File: config.mk
export PLATFORM = sky130hd
export DESIGN_NAME = pmu_irq_agg
export DESIGN_NICKNAME = d
export VERILOG_FILES = /design/src/rtl/pmu_irq_pkg.sv /design/src/rtl/pmu_irq_regs.sv /design/src/rtl/pmu_irq_prio.sv /design/src/rtl/pmu_irq_agg.sv
export SDC_FILE = /design/constraint.sdc
export NUM_CORES = 1
export LEC_CHECK = 0
export ABC_CLOCK_PERIOD_IN_PS = 1900
export BUFFER_PORTS_ARGS = -buffer_cell sky130_fd_sc_hd__buf_4
export CAP_MARGIN = 20
export CELL_PAD_IN_SITES_DETAIL_PLACEMENT = 1
export CELL_PAD_IN_SITES_GLOBAL_PLACEMENT = 2
export CORE_MARGIN = 3
export CORE_UTILIZATION = 28
export DETAILED_ROUTE_END_ITERATION = 7
export GPL_TIMING_DRIVEN = 0
export PLACE_DENSITY = 0.8
export SYNTH_ARGS = -nofsm -noshare
export SYNTH_HDL_FRONTEND = slang
export SYNTH_SLANG_ARGS = --single-unit
File: constraint.sdc
create_clock -name clk -period 1.9 [get_ports clk]
set_clock_uncertainty 0.1 [all_clocks]
set_input_delay 0.095 -clock clk [delete_from_list [all_inputs] [get_ports clk]]
set_output_delay 0.095 -clock clk [all_outputs]
set_load 0.005 [all_outputs]
File: src/rtl/pmu_irq_pkg.sv
package pmu_irq_pkg;

    // Byte offsets decoded by software drivers
    localparam logic [15:0] PEND_OFS = 16'h0050;
    localparam logic [15:0] ENAB_OFS = 16'h0054;

    typedef enum logic [1:0] {
        SEL_NONE = 2'd0,
        SEL_PEND = 2'd1,
        SEL_ENAB = 2'd2
    } reg_sel_e;

    function automatic reg_sel_e decode_sel(input logic [15:0] addr);
        if (addr == PEND_OFS)      return SEL_PEND;
        else if (addr == ENAB_OFS) return SEL_ENAB;
        else                       return SEL_NONE;
    endfunction

endpackage

File: src/rtl/pmu_irq_regs.sv
module pmu_irq_regs
    import pmu_irq_pkg::*;
#(
    parameter int NUM_SRC = 32
) (
    input  logic               clk,
    input  logic               rst,
    input  logic [NUM_SRC-1:0] evt_i,
    input  logic               pend_we_i,
    input  logic               enab_we_i,
    input  logic [NUM_SRC-1:0] wdata_i,
    output logic [NUM_SRC-1:0] pend_o,
    output logic [NUM_SRC-1:0] enab_o
);

    logic [NUM_SRC-1:0] pend_q;
    logic [NUM_SRC-1:0] enab_q;

    // One cell per source: a hardware strobe outranks a software write
    for (genvar g = 0; g < NUM_SRC; g++) begin : g_pend
        always_ff @(posedge clk) begin
            if (rst)
                pend_q[g] <= 1'b0;
            else if (evt_i[g])
                pend_q[g] <= 1'b1;
            else if (pend_we_i)
                pend_q[g] <= wdata_i[g];
        end
    end

    always_ff @(posedge clk) begin
        if (rst)
            enab_q <= '0;
        else if (enab_we_i)
            enab_q <= wdata_i;
    end

    assign pend_o = pend_q;
    assign enab_o = enab_q;

endmodule

File: src/rtl/pmu_irq_prio.sv
module pmu_irq_prio #(
    parameter int NUM_SRC = 32,
    parameter int IDX_W   = $clog2(NUM_SRC)
) (
    input  logic [NUM_SRC-1:0] act_i,
    output logic [IDX_W-1:0]   idx_o,
    output logic               vld_o
);

    // Ascending scan: the last hit is the highest index
    always_comb begin
        idx_o = '0;
        vld_o = 1'b0;
        for (int i = 0; i < NUM_SRC; i++) begin
            if (act_i[i]) begin
                idx_o = IDX_W'(i);
                vld_o = 1'b1;
            end
        end
    end

endmodule

File: src/rtl/pmu_irq_agg.sv
module pmu_irq_agg
    import pmu_irq_pkg::*;
#(
    parameter int NUM_SRC = 32,
    parameter int ADDR_W  = 8,
    localparam int IDX_W  = $clog2(NUM_SRC)
) (
    input  logic               clk,
    input  logic               rst,
    input  logic [NUM_SRC-1:0] evt_i,
    input  logic [ADDR_W-1:0]  bus_addr_i,
    input  logic               bus_we_i,
    input  logic [NUM_SRC-1:0] bus_wdata_i,
    output logic [NUM_SRC-1:0] bus_rdata_o,
    output logic               irq_o,
    output logic [IDX_W-1:0]   top_idx_o,
    output logic               top_vld_o
);

    reg_sel_e           sel;
    logic [NUM_SRC-1:0] pend_w;
    logic [NUM_SRC-1:0] enab_w;
    logic [NUM_SRC-1:0] act_w;

    assign sel = decode_sel(16'(bus_addr_i));

    pmu_irq_regs #(.NUM_SRC(NUM_SRC)) u_regs (
        .clk       (clk),
        .rst       (rst),
        .evt_i     (evt_i),
        .pend_we_i (bus_we_i && sel == SEL_PEND),
        .enab_we_i (bus_we_i && sel == SEL_ENAB),
        .wdata_i   (bus_wdata_i),
        .pend_o    (pend_w),
        .enab_o    (enab_w)
    );

    assign act_w = pend_w & enab_w;
    assign irq_o = |act_w;

    pmu_irq_prio #(.NUM_SRC(NUM_SRC), .IDX_W(IDX_W)) u_prio (
        .act_i (act_w),
        .idx_o (top_idx_o),
        .vld_o (top_vld_o)
    );

    always_comb begin
        unique case (sel)
            SEL_PEND: bus_rdata_o = pend_w;
            SEL_ENAB: bus_rdata_o = enab_w;
            default:  bus_rdata_o = '0;
        endcase
    end

endmodule

==> results.json <==
{
  "status": "finished, violations left",
  "violations": "hold timing, setup timing",
  "drc_errors": 0,
  "place_area_um2": 4440,
  "syn_area_um2": 3430,
  "vias": 3894,
  "ys.flop_type": "dfxtp_1",
  "met3_wirelength_um": 416,
  "yosysTopAreaCellShare_pct": 37.4,
  "die_w_um": 117,
  "met1_length_um": 5950,
  "maxCapViolCount": 0,
  "firstDrtPassIters": 4,
  "synth.area.top_cells": "dfxtp_1, nand2_1, nor3_1, mux2i_1, nor3_2",
  "drive_gt1_share_pct": 33.8,
  "track_usage_pct": 20.3,
  "synth-simple-area-share_pct": 35.8,
  "synth_most_common_cell": "nand2_1",
  "totalNegativeSetupSlack_ps": -474,
  "r2r-end": "u_regs.pend_o[14]",
  "grt_max_degree": 11,
  "antennaDiodeCount": 0,
  "cts_max_level": 3,
  "cp_max_fo": 4,
  "leakagePower_nw": 2.25,
  "die_h_um": 117,
  "cts_sinks": 64,
  "synth_top_area_cell": "dfxtp_1",
  "synth.area.mux_share_pct": 9.34,
  "portBuffers": 111,
  "wl_met2_um": 6930,
  "top_layer": "met4",
  "fin_crit_sh_pct": 107,
  "synth_nets": 510,
  "slew_headroom_pct": 57.3,
  "synth_compound_area_share_pct": 13.2,
  "dieArea_um2": 13600,
  "startpoint_type": "flip-flop",
  "setup_slack_ps": -136,
  "ys_seq_area_share_pct": 37.4,
  "postRouteAntennaNets": 0,
  "min-delay-start": "evt_i[23]",
  "cts_inserted_buffers": 9,
  "yosys.area_share.xor_xnor_pct": 0,
  "timing.rr.start": "u_regs.pend_o[14]",
  "core_area_um2": 11700,
  "synth_edf_count": 0,
  "root_buffer": "clkbuf_16",
  "grt_pass1_vias": 4211,
  "synth-seq-cells": 64,
  "cts.path.max_buffers": 2,
  "gp_congestion": 0.840,
  "tightest_slew_ps": 640,
  "synth_top_family_by_area": "simple AND/OR/NAND/NOR gates",
  "avgSynthCellArea_um2": 7.88,
  "fmax_mhz": 491,
  "critical_path_arrival_ps": 1840,
  "drt_iter0_drc": 129,
  "fin_area_um2": 5500,
  "ys_warn_count": 0,
  "cp-end-kind": "output port",
  "slew_violations": 0,
  "powerDensity_nw_per_um2": 609,
  "critPathKind": "reg -> out",
  "hold_path.class": "in -> reg",
  "p_comb_share_pct": 12.8,
  "rows": 39,
  "clk_pin_slew_ps": 50,
  "synth_cell_type_count": 36,
  "period_minus_slack_ps": 2040,
  "antenna_found_initial": 0,
  "whs_path_depth": 3,
  "swShare_pct": 24.8,
  "r2r_slack_ps": 940,
  "grt_setup_unrepaired": "true",
  "grt_remaining_overflow": 0,
  "clkLatencyLatePin_ps": 320,
  "grt_pass1_wl_um": 21200,
  "p_int_mw": 2.52,
  "initial_core_util_pct": 29.3,
  "holdPathEnd": "u_regs.pend_o[23]",
  "clkPwrFrac_pct": 43.8,
  "synthCells": 435,
  "totalWireLength_um": 13500,
  "async_flop_share_pct": 0,
  "io_pins": 114,
  "routedWlPerCell_um": 17.5,
  "synth-adder-area-share_pct": 0,
  "final_nets": 699,
  "dp_hpwl_um": 9730,
  "cts_tree": "built",
  "p_sw_mw": 0.830,
  "hold_ws_ps": -7.08,
  "finalHoldViolations": 2,
  "power_frac_seq_pct": 43.5,
  "ir_worst_vdd_uv": 436,
  "required_ps": 1700,
  "syn2layout_area_growth_pct": 60.5,
  "via_per_inst": 5.05,
  "fillers": 1383,
  "r2r_cells": 3,
  "setup_viol": 5,
  "yosys-top-cells-count": "nand2_1, nor3_1, dfxtp_1"
}
cell families (layout without fill, tap and decap cells):
| logic type | count (synthesis) | after routing |
|---|---|---|
| AOI/OAI and AO/OA | 71 | 71 |
| buffers and inverters | 30 | 223 |
| DFF | 64 | 64 |
| muxes | 32 | 32 |
| and+or+nand+nor | 238 | 238 |
layer usage:
metal	vias to the layer above	GRT usage [%]
li1	1924	-
met1	1868	24.5
met2	88	37.1
met3	14	3.32
met4	0	5.35
met5	-	0
what timing repair did:
action	4_1_cts	5_1_grt
setup endpoints to repair	6	8
resized for setup	31	14
pin swaps	10	5
hold buffers	61	0
buffers inserted	5	1
hold endpoints to repair	61	0
power by group through the flow:
stage	sequential (mW)	combinational [mW]	clock, mW
finish	1.46	0.427	1.47
global route	1.46	0.466	1.55
CTS	1.45	0.427	1.50
detailed placement	1.48	0.319	0
global placement	1.48	0.311	0
floorplan	1.46	0.130	0
metrics by stage:
| stage | power, mW | utilization (%) | cells | worst slack [ps] |
|---|---|---|---|---|
| 3_5_place_dp | 1.80 | 37.9 | 689 | -203 |
| 5_1_grt | 3.48 | 47.0 | 771 | -226 |
| 6_report | 3.35 | 47.0 | 771 | -136 |
| 2_1_floorplan | 1.59 | - | 435 | 298 |
| 3_3_place_gp | 1.79 | 37.9 | 689 | -117 |
| 4_1_cts | 3.38 | 46.5 | 770 | -158 |
cell type report:
cell class / instances / area (um2) / area share (%)
inverter: 2 / 7.51 / 0.136
timing repair buffer: 178 / 1490 / 27.1
buffer: 28 / 141 / 2.57
sequential: 64 / 1300 / 23.6
clock inverter: 4 / 22.5 / 0.409
multi-input combinational: 341 / 2130 / 38.8
tap: 143 / 179 / 3.25
clock buffer: 11 / 233 / 4.23
critical path: stages, from the launching register on:
cell       delay (ps)
dfxtp_2           340
a22o_1            270
a31oi_2           220
o21ai_2           100
a2111oi_4         320
o31ai_2           120
buf_4             150
how the worst max path moves through the flow:
stage	depth (start not counted)	from	endpoint
floorplan	7	bus_addr_i[3]	u_regs.pend_o[0]
global route	5	u_regs.pend_o[29]	top_idx_o[0]
detailed placement	8	bus_addr_i[3]	u_regs.enab_o[20]
CTS	6	u_regs.pend_o[14]	top_idx_o[0]
finish	6	u_regs.pend_o[2]	top_idx_o[1]
global placement	8	bus_addr_i[3]	u_regs.enab_o[18]
layout by cell type, fill, tap and decap left out, types with 8 or more instances in the layout:
cell type      instances
nand2_1               89
nor3_1                66
a21oi_1               36
buf_2                 10
dfxtp_2               10
a22oi_2                8
clkbuf_16              9
mux2i_1               32
dfxtp_1               53
dlygate4sd3_1         61
nor2_1                35
nor3_2                30
buf_4                117
clkbuf_1              14
registers in the layout, summed over array words and instances, names as in the netlist:
| signal | cells |
|---|---|
| u_regs.enab_o | 32 |
| u_regs.pend_o | 32 |
No activity file was read; power rests on OpenSTA's default activity.
